**config.mk**
```make
export PLATFORM = sky130hd
export DESIGN_NAME = usb_frame_watchdog
export DESIGN_NICKNAME = d
export VERILOG_FILES = /design/src/rtl/usb_fw_pkg.sv /design/src/rtl/usb_fw_period_timer.sv /design/src/rtl/usb_fw_status_keeper.sv /design/src/rtl/usb_frame_watchdog.sv
export SDC_FILE = /design/constraint.sdc
export NUM_CORES = 1
export LEC_CHECK = 0
export BUFFER_PORTS_ARGS = -buffer_cell sky130_fd_sc_hd__buf_4
export CORE_MARGIN = 1
export CORE_UTILIZATION = 47
export CTS_CLUSTER_SIZE = 25
export DETAILED_ROUTE_END_ITERATION = 10
export PLACE_DENSITY = 0.8
export SKIP_CTS_REPAIR_TIMING = 1
export SLEW_MARGIN = 20
export SYNTH_ARGS = -nofsm -noshare
export SYNTH_HDL_FRONTEND = slang
export SYNTH_HIERARCHICAL = 1
export SYNTH_SLANG_ARGS = --single-unit
```
**constraint.sdc**
```tcl
create_clock -name clk -period 2.65 [get_ports clk]
set_clock_uncertainty 0.1 [all_clocks]
set_input_delay 0 -clock clk [delete_from_list [all_inputs] [get_ports clk]]
set_output_delay 0 -clock clk [all_outputs]
set_load 0.01 [all_outputs]
```
**src/rtl/usb_fw_pkg.sv**
```systemverilog
// Package: shared widths, the reset period and the status-word layout
// for the start-of-frame watchdog. It assumes an 11-bit frame number and a
// 16-bit status word.
package usb_fw_pkg;
    localparam int FRAME_W = 11;
    localparam int OCC_W   = 3;
    localparam int CNT_W   = 14;
    localparam logic [CNT_W-1:0] PERIOD_RST = 14'h2EE0;

    typedef struct packed {
        logic             flag;
        logic [OCC_W-1:0] occ;
        logic             rsvd;
        logic [FRAME_W-1:0] frame;
    } fw_status_t;
endpackage

```
**src/rtl/usb_fw_period_timer.sv**
```systemverilog
// Period timer: holds the programmable period and a down-counter that
// restarts on each frame event and after each timeout. timeout_o is
// combinational: it is high when the counter is at zero and no event is
// present. The period register changes only through writes, and a write
// is used at the next reload.
module usb_fw_period_timer #(
    parameter int               CNT_W      = 14,
    parameter logic [CNT_W-1:0] PERIOD_RST = 14'h2EE0
) (
    input  logic             clk,
    input  logic             rst_n,
    input  logic             event_i,
    input  logic             period_we_i,
    input  logic [CNT_W-1:0] period_data_i,
    output logic             timeout_o
);
    localparam logic [CNT_W-1:0] ZERO = '0;
    localparam logic [CNT_W-1:0] ONE  = {{(CNT_W-1){1'b0}}, 1'b1};

    logic [CNT_W-1:0] period_q;
    logic [CNT_W-1:0] cnt_q;

    assign timeout_o = (cnt_q == ZERO) && !event_i;

    // Purpose: hold the period value written from outside.
    always_ff @(posedge clk) begin
        if (!rst_n)           period_q <= PERIOD_RST;
        else if (period_we_i) period_q <= period_data_i;
    end

    // Purpose: count down; reload on a frame event or a timeout.
    always_ff @(posedge clk) begin
        if (!rst_n)                       cnt_q <= PERIOD_RST;
        else if (event_i || timeout_o)    cnt_q <= period_q;
        else                              cnt_q <= cnt_q - ONE;
    end

    // away from a reload, the counter steps down by exactly one.
    a_r2_step_down: assert property (@(posedge clk) disable iff (!rst_n)
        (cnt_q != ZERO && !event_i) |=> (cnt_q == $past(cnt_q) - ONE));

    // a frame event with the counter at zero restarts it; no timeout.
    a_r10_event_wins: assert property (@(posedge clk) disable iff (!rst_n)
        (cnt_q == ZERO && event_i) |-> !timeout_o);
endmodule

```
**src/rtl/usb_fw_status_keeper.sv**
```systemverilog
// Status keeper: keeps the timeout flag, the saturating occurrence count and
// the last frame number, and registers the interrupt pulse. It assumes that
// timeout_i is never high in the same cycle as event_i.
module usb_fw_status_keeper
    import usb_fw_pkg::*;
(
    input  logic               clk,
    input  logic               rst_n,
    input  logic               event_i,
    input  logic               sof_i,
    input  logic               low_speed_i,
    input  logic [FRAME_W-1:0] frame_i,
    input  logic               irq_en_i,
    input  logic               timeout_i,
    output fw_status_t         status_o,
    output logic               irq_o
);
    localparam logic [OCC_W-1:0] OCC_MAX = {OCC_W{1'b1}};
    localparam logic [OCC_W-1:0] OCC_ONE = {{(OCC_W-1){1'b0}}, 1'b1};

    logic               flag_q;
    logic [OCC_W-1:0]   occ_q;
    logic [FRAME_W-1:0] frame_q;
    logic               irq_q;

    // Purpose: set, clear or hold the flag and the occurrence count.
    always_ff @(posedge clk) begin
        if (!rst_n) begin
            flag_q <= 1'b0;
            occ_q  <= '0;
        end else if (irq_en_i) begin
            if (event_i) begin
                flag_q <= 1'b0;
                occ_q  <= '0;
            end else if (timeout_i) begin
                flag_q <= 1'b1;
                if (occ_q != OCC_MAX) occ_q <= occ_q + OCC_ONE;
            end
        end
    end

    // Purpose: capture the frame number of a full-speed start-of-frame.
    always_ff @(posedge clk) begin
        if (!rst_n)                    frame_q <= '0;
        else if (sof_i && !low_speed_i) frame_q <= frame_i;
    end

    // Purpose: one-cycle interrupt for each enabled timeout.
    always_ff @(posedge clk) begin
        if (!rst_n) irq_q <= 1'b0;
        else        irq_q <= timeout_i && irq_en_i;
    end

    always_comb begin
        status_o.flag  = flag_q;
        status_o.occ   = occ_q;
        status_o.rsvd  = 1'b0;
        status_o.frame = frame_q;
    end
    assign irq_o = irq_q;

    // the count holds at 7 on a further timeout.
    a_r4_saturate: assert property (@(posedge clk) disable iff (!rst_n)
        (occ_q == OCC_MAX && timeout_i && irq_en_i) |=> (occ_q == OCC_MAX));

    // an enabled frame event clears the count and the flag.
    a_r5_event_clears: assert property (@(posedge clk) disable iff (!rst_n)
        (event_i && irq_en_i) |=> (occ_q == '0 && !flag_q));

    // with the enable low, the count and the flag do not move.
    a_r6_hold_disabled: assert property (@(posedge clk) disable iff (!rst_n)
        !irq_en_i |=> ($stable(occ_q) && $stable(flag_q) && !irq_q));

    // a low-speed start-of-frame does not touch the frame field.
    a_r8_low_speed_frame: assert property (@(posedge clk) disable iff (!rst_n)
        (low_speed_i && sof_i) |=> $stable(frame_q));

    // a timeout keeps the frame field.
    a_r9_frame_kept: assert property (@(posedge clk) disable iff (!rst_n)
        timeout_i |=> $stable(frame_q));
endmodule

```
**src/rtl/usb_frame_watchdog.sv**
```systemverilog
// Top: start-of-frame watchdog for a USB device port. Either a start-of-frame
// or a keep-alive end-of-packet counts as a frame event. It assumes
// one-cycle input pulses that are synchronous to clk.
module usb_frame_watchdog
    import usb_fw_pkg::*;
(
    input  logic               clk,
    input  logic               rst_n,
    input  logic               sof_pulse_i,
    input  logic [FRAME_W-1:0] sof_frame_i,
    input  logic               eop_pulse_i,
    input  logic               low_speed_i,
    input  logic               tmo_irq_en_i,
    input  logic               period_we_i,
    input  logic [CNT_W-1:0]   period_data_i,
    output logic [15:0]        status_o,
    output logic               tmo_irq_o
);
    logic       frame_evt;
    logic       timeout;
    fw_status_t status;

    assign frame_evt = sof_pulse_i || eop_pulse_i;

    usb_fw_period_timer #(
        .CNT_W      (CNT_W),
        .PERIOD_RST (PERIOD_RST)
    ) u_timer (
        .clk           (clk),
        .rst_n         (rst_n),
        .event_i       (frame_evt),
        .period_we_i   (period_we_i),
        .period_data_i (period_data_i),
        .timeout_o     (timeout)
    );

    usb_fw_status_keeper u_status (
        .clk         (clk),
        .rst_n       (rst_n),
        .event_i     (frame_evt),
        .sof_i       (sof_pulse_i),
        .low_speed_i (low_speed_i),
        .frame_i     (sof_frame_i),
        .irq_en_i    (tmo_irq_en_i),
        .timeout_i   (timeout),
        .status_o    (status),
        .irq_o       (tmo_irq_o)
    );

    assign status_o = status;

    // an interrupt pulse always comes with the flag set.
    a_r7_irq_sets_flag: assert property (@(posedge clk) disable iff (!rst_n)
        tmo_irq_o |-> status_o[15]);

    // the reserved bit reads 0 after any edge out of reset.
    a_r1_reserved_zero: assert property (@(posedge clk) disable iff (!rst_n)
        1'b1 |=> !status_o[11]);
endmodule

```
**After elaboration in Yosys (flattened, before gate mapping)**

Cells that the tools add are included.

- Word-level logic and storage cells: 27
- Bits of input ports: 32
- Register bits after elaboration: 44
- Output and inout bits: 17

- $add $sub $neg: 2
- Muxes and demuxes: 6
- Equal/unequal tests: 1
- Reductions and logical operators: 12

Operators with widths:

| operator | number |
|---|---|
| zero test 14 bit | 1 |
| two-way mux 14 bit | 1 |
| subtractor 14 x 1 -> 14 bit (second input constant) | 1 |
| two-way mux 3 bit | 3 |
| nonzero test 2 bit | 2 |
| adder 3 x 1 -> 3 bit (second input constant) | 1 |
| logical AND 1 bit | 3 |
| inequality test 3 bit (second input constant) | 1 |
| AND reduction 3 bit | 1 |
| zero test 1 bit | 2 |
| logical OR 1 bit | 2 |
| two-way mux 1 bit | 2 |
| AND reduction 2 bit | 1 |

**Depth between registers and ports, before layout**

Gate-level depths: netlist of the first run.

- Depth in word-level cells: 5
- Mapped depth: 8
- Gate-level depth less buffers: 8

**Hierarchy**

The synthesis of the first run kept the hierarchy.

Modules (own cells, without submodules):

| module | times used | area each (µm²) | cells an instance |
|---|---|---|---|
| usb_fw_period_timer | 1 | 1321.3 | 132 |
| usb_fw_status_keeper | 1 | 625.6 | 76 |
| usb_frame_watchdog | 1 | 6.3 | 1 |

**Worst setup path after synthesis of the first run**

No wires, ideal clock.

- Path type: flip-flop to flip-flop
- From: register u_timer.cnt_q[0]
- To: register u_status.occ_q[0]
- Arrival: 1.847 ns
- Buffers on the path: 0
- Path slack: 0.615 ns
- Stages on the path, launching flop included: 9
- Path through: dfxtp_1 > inv_1 > ha_1 > nor4b_2 > nand2_1 > nor3_1 > nand2_2 > or3_4 > o32ai_2

- Word-level cells in the longest chain between the ends: 4

Ends and longest elaborated chain:

| element | RTL line | RTL |
|---|---|---|
| start, declared | usb_fw_period_timer.sv:21 | `logic [CNT_W-1:0] cnt_q;` |
| start signal, assigned | usb_fw_period_timer.sv:34 | `else if (event_i \|\| timeout_o) cnt_q <= period_q;` |
| start signal, assigned | usb_fw_period_timer.sv:35 | `else cnt_q <= cnt_q - ONE;` |
| zero test 14 bit | usb_fw_period_timer.sv:23 | `assign timeout_o = (cnt_q == ZERO) && !event_i;` |
| logical AND 1 bit | usb_fw_period_timer.sv:23 |  |
| net timeout | usb_frame_watchdog.sv:20 | `logic timeout;` |
| nonzero test 2 bit (no source line) | -- |  |
| AND reduction 3 bit (no source line) | -- |  |
| end signal, assigned | usb_fw_status_keeper.sv:37 | `if (occ_q != OCC_MAX) occ_q <= occ_q + OCC_ONE;` |
| end, declared | usb_fw_status_keeper.sv:22 | `logic [OCC_W-1:0] occ_q;` |

The timed path passes the listed nets, and every way through them passes these cells.
A chain may end at the register's enable or synchronous reset.

**Final worst setup path of the first run**

Ends and elaborated chain as after synthesis.

==> results of run 1 <==
metal layers:
metal | vias up | share of wire
met3 | 4 | 0.034
met5 | - | 0
met2 | 35 | 0.51
li1 | 887 | -
met4 | 0 | 0.0062
met1 | 795 | 0.45
registers in the layout, indices dropped and copies added (netlist names):
register	cells
u_status/frame_q	11
u_status/flag_q	1
u_status/occ_q	3
u_timer/cnt_q	14
u_timer/period_q	14
u_status/irq_o	1
worst max-delay path: stages (launching register included):
cell and delay (ns):
dfxtp_1 0.36, inv_1 0.07, ha_1 0.22, nor4b_2 0.34, nand2_1 0.16, nor3_1 0.29
nand2_2 0.11, or3_4 0.35, o32ai_2 0.24
per-stage QoR:
step / hold WS, ns / total power [mW] / setup WS (ns) / cells / utilization
2_1_floorplan: -0.0354 / 0.848 / 0.615 / 209 / -
3_3_place_gp: 0.120 / 0.915 / 0.507 / 297 / 0.580
3_5_place_dp: 0.122 / 0.919 / 0.384 / 297 / 0.580
4_1_cts: -0.198 / 1.42 / 0.358 / 305 / 0.607
5_1_grt: 0.0520 / 1.52 / 0.200 / 339 / 0.692
6_report: 0.0229 / 1.45 / 0.316 / 339 / 0.692
cell families after synthesis:
logic type | count (synthesis) | share of synthesized area
other | 1 | 0.00192
multiplexers | 14 | 0.0717
flip-flops | 44 | 0.451
AND/OR/NAND/NOR | 88 | 0.237
adder cells (fa/ha/maj) | 3 | 0.0192
AO/OA/AOI/OAI | 35 | 0.139
buffers and inverters | 15 | 0.0397
XOR/XNOR | 9 | 0.0404
how the worst min path moves through the flow:
stage                                 endpoint  slack [ns]  cells past startpoint              start
final                      u_status/frame_q[6]        0.02                      4        low_speed_i
after global routing       u_status/frame_q[9]        0.05                      4        low_speed_i
after CTS                 u_timer/period_q[10]       -0.20                      3  period_data_i[10]
after detailed placement  u_timer/period_q[10]        0.12                      3  period_data_i[10]
after global placement    u_timer/period_q[10]        0.12                      3  period_data_i[10]
after floorplan              u_timer/cnt_q[13]       -0.04                      1              rst_n
layout make-up:
type                    count  share of cell area
clock buffers               6              0.0262
multi-input cells         150               0.359
repair buffers             83               0.256
clock inverters             2              0.0127
well taps                  50              0.0226
inverters                   4             0.00542
flip-flops and latches     44               0.318
synthesized netlist by cell type, types with 2 or more instances:
cell type  count
a211oi_1       2
a211oi_2       3
a21oi_1       13
a311oi_1       2
a31oi_1        2
buf_2          5
buf_4          2
clkbuf_1       2
dfxtp_1       44
ha_1           3
inv_1          4
mux2i_1       14
nand2_1       41
nand3_1        3
nor2_1        21
nor3_1         5
nor3_2         2
nor4_4         2
o211ai_1       2
o211ai_2       2
o21ai_1        2
o22ai_1        2
or3_1          2
or4_1          2
or4_4          2
xnor2_1        8
power groups by stage:
stage / registers [mW] / clock network [mW] / logic (mW)
CTS: 0.724 / 0.517 / 0.182
finish: 0.725 / 0.504 / 0.225
detailed placement: 0.740 / 0 / 0.180
global route: 0.729 / 0.540 / 0.247
floorplan: 0.737 / 0 / 0.112
global placement: 0.738 / 0 / 0.177
==> flow_metrics.tcl, run 1 <==
set metrics [dict create \
    ff2ff_path_depth 8 \
    grtUsageMet3 0.0599 \
    hpwl_mm 2.86 \
    viasPerCell 5.08 \
    fin_setup_tns_ns 0 \
    fillCellCount 318 \
    num_rows 23 \
    p_clk_frac 0.346 \
    setup_viol 0 \
    layout_common_cells "49 x buf_4, 44 x dfxtp_1, 41 x nand2_1, 34 x dlygate4sd3_1, 21 x nor2_1" \
    num_vias 1721 \
    cap_violations 0 \
    yosys_warnings 6 \
    wl_per_cell_um 13.4 \
    syn_nets 244 \
    p_switching_uw 355 \
    cp_max_fo 5 \
    grt_most_used_layer "met2" \
    pwr_density_cell_mw_per_mm2 525 \
    fin_crit_ns 2.33 \
    startpoint "u_timer/cnt_q[0]" \
    diodes 0 \
    die_h_um 66.5 \
    placed_area_sq_mm 0.00232 \
    routabilityCongestion 0.819 \
    grt_remaining_overflow 0 \
    cp-end-kind "register" \
    crit_path_start_kind "register" \
    status "finished, final reports clean" \
    avgSynthCellArea_sq_um 9.35 \
    hold_path.class "input port to register" \
    cts_tree "built" \
    drt_iter0_drc 66 \
    r2r_start "u_timer/cnt_q[0]" \
    clock_sinks 44 \
    swShare 0.244 \
    crit_end "u_status/occ_q[0]" \
    synth_area_leaders "dfxtp_1 45%, nand2_1 7.9%, mux2i_1 7.2%" \
    port-buffer-count 47 \
    ant_nets 0 \
    initial_core_util 0.488 \
    core_sq_mm 0.00400 \
    dieArea_sq_mm 0.00442 \
    synth_area_sq_mm 0.00195 \
    synth-edff-count 0 \
    relSlewSlack 0.525 \
    cts-buffers-inserted 5 \
    antenna_found_initial 0 \
    yosys.area.top_type "dfxtp_1" \
    path_class "register to register" \
    worst-endpoint-arrival_ns 2.43 \
    drive_gt1_frac 0.256 \
    rsz0062_at_grt "false" \
    tightest_slew_ns 0.711 \
    syn2layout_area_growth_pct 41.8 \
    final_common_cell "buf_4" \
    num-nets-final 323 \
    max_freq_mhz 428 \
    yosysSeqAreaShare 0.451 \
    crit_required_ns 2.75 \
    seq_power_share 0.499 \
    drv_slew 0 \
    clockBufferDepth 2 \
    die_w_um 66.5 \
    path_clk_slew_ns 0.09 \
    grt_max_degree 24 \
    regArea_sq_um 881 \
    leakagePower_nw 1.14 \
    cts_root_buffer "clkbuf_8" \
    r2r-end "u_status/occ_q[0]" \
    grt.total_usage 0.187 \
    ys_ff_latch 44 \
    hold_viol 0 \
    final_area_sq_mm 0.00277 \
    vdd_drop_max_v 0.000401 \
    multi_input_area_sq_um 995 \
    ys_types 43 \
    power.internal_mw 1.10 \
    grt_pass1_vias 1451 \
    synthCells 209 \
    yosys_most_used_dff "dfxtp_1" \
    clock_latency_ns 0.30 \
    r2r_setup_slack_ns 0.32 \
    grt_pass1_wl_mm 6.24 \
    p_comb_frac 0.155 \
    async_flop_share 0 \
    use_met1 0.215 \
    use_met2 0.325 \
    cts_max_level 2 \
    drt_first_pass_iters 4 \
    ios 49 \
    wl_mm 4.53 \
    synth_top_area_frac 0.451 \
    post-route-drc-count 0 \
    fin_crit_sh 0.881 \
]
Note: power is estimated with default switching activity, not from simulation.
==> run 2, diff against run 1 <==
--- a/config.mk
+++ b/config.mk
@@ -10,6 +10,7 @@
 export CORE_UTILIZATION = 47
 export CTS_CLUSTER_SIZE = 25
 export DETAILED_ROUTE_END_ITERATION = 10
+export GPL_TIMING_DRIVEN = 0
 export PLACE_DENSITY = 0.8
 export SKIP_CTS_REPAIR_TIMING = 1
 export SLEW_MARGIN = 20
==> flow_metrics.tcl, run 2 (same netlist as run 1, synthesis figures left out) <==
set metrics [dict create \
    status "finished, final reports clean" \
    setup_viol 0 \
    diodes 0 \
    seq_power_share 0.502 \
    drt_iter0_drc 105 \
    routabilityCongestion 0.844 \
    p_clk_frac 0.343 \
    path_class "register to register" \
    startpoint "u_timer/cnt_q[0]" \
    fin_crit_ns 2.30 \
    reg.largest.list "u_timer/cnt_q: 14 flops, u_timer/period_q: 14 flops, u_status/frame_q: 11 flops" \
    dieArea_sq_mm 0.00442 \
    pwr_density_cell_mw_per_mm2 522 \
    clock_latency_ns 0.30 \
    leakagePower_nw 1.15 \
    crit_required_ns 2.76 \
    worstHoldStart "period_we_i" \
    wl_per_cell_um 12.7 \
    drt_first_pass_iters 4 \
    wl_mm 4.35 \
    antenna_found_initial 0 \
    max_freq_mhz 434 \
    layout_common_cells "48 x buf_4, 44 x dfxtp_1, 41 x nand2_1, 29 x dlygate4sd3_1, 21 x nor2_1" \
    ant_nets 0 \
    cts_tree "built" \
    fin_setup_tns_ns 0 \
    grt.total_usage 0.188 \
    core_sq_mm 0.00400 \
    final_common_cell "buf_4" \
    hpwl_mm 2.79 \
    crit_path_start_kind "register" \
    drive_gt1_frac 0.271 \
    relSlewSlack 0.654 \
    grt_pass1_wl_mm 6.15 \
    fillCellCount 317 \
    num-nets-final 326 \
    viasPerCell 5.13 \
    vdd_drop_max_v 0.000408 \
    cp-end-kind "register" \
    port-buffer-count 46 \
    power.internal_mw 1.10 \
    cp_max_fo 5 \
    r2r_start "u_timer/cnt_q[0]" \
    syn2layout_area_growth_pct 41.3 \
    path_clk_slew_ns 0.08 \
    hold_path.class "input port to register" \
    regArea_sq_um 881 \
    cts_max_level 2 \
    hold_viol 0 \
    clockBufferDepth 2 \
    drv_slew 0 \
    grt_max_degree 15 \
    die_w_um 66.5 \
    post-route-drc-count 0 \
    tightest_slew_ns 0.519 \
    grt_pass1_vias 1435 \
    fin_crit_sh 0.869 \
    holdWs_ns 0.0184 \
    clock_sinks 44 \
    grt_remaining_overflow 0 \
    cts_root_buffer "clkbuf_8" \
    initial_core_util 0.488 \
    cap_violations 0 \
    num_vias 1755 \
    multi_input_area_sq_um 995 \
    num_rows 23 \
    placedCellCount 305 \
    rsz0062_at_grt "false" \
    die_h_um 66.5 \
    swShare 0.239 \
    ios 49 \
    p_comb_frac 0.154 \
    fin_cells 342 \
    cts-buffers-inserted 5 \
    worst-endpoint-arrival_ns 2.41 \
    p_switching_uw 345 \
]
## run 2: per-layer routing
layer / track usage / vias to the layer above / share of wire
li1: - / 893 / -
met1: 0.225 / 807 / 0.45
met2: 0.296 / 44 / 0.49
met3: 0.0548 / 11 / 0.044
met4: 0.112 / 0 / 0.022
met5: 0 / - / 0
## run 2: stage by stage
step	utilization	power [mW]	setup WS (ns)	instance area (sq um)
3_3_place_gp	0.590	0.919	0.455	2360
5_1_grt	0.690	1.50	0.209	2760
6_report	0.690	1.44	0.346	2760
3_5_place_dp	0.590	0.924	0.407	2360
4_1_cts	0.617	1.42	0.356	2470
2_1_floorplan	-	0.848	0.615	1950
## run 2: final cells by class
type / instances / area share
Buffer: 11 / 0.0227
Clock buffer: 6 / 0.0263
Clock inverter: 2 / 0.0127
Inverter: 4 / 0.00544
Multi-Input combinational cell: 150 / 0.361
Sequential cell: 44 / 0.319
Tap cell: 50 / 0.0227
Timing Repair Buffer: 75 / 0.230
## run 2: worst max-delay path, cell delays in order (launching register included)
cell	delay [ns]
dfxtp_1	0.35
inv_1	0.09
ha_1	0.22
nor4b_2	0.34
nand2_1	0.17
nor3_1	0.30
nand2_2	0.10
or3_4	0.35
o32ai_2	0.19
## run 2: power by group through the flow
stage	Combinational, mW	Clock, mW	Sequential, mW
final	0.222	0.495	0.724
after global routing	0.243	0.531	0.729
after CTS	0.188	0.504	0.724
after detailed placement	0.185	0	0.739
after global placement	0.180	0	0.739
after floorplan	0.112	0	0.737
## run 2: path summary, 6_finish.rpt
check	to	slack (ns)	cells past startpoint
worst min-delay path	u_timer/period_q[4]	0.02	3
worst max-delay path	u_status/occ_q[0]	0.35	8
worst max register to register	u_status/occ_q[0]	0.35	8
worst min register to register	u_status/frame_q[8]	0.36	2
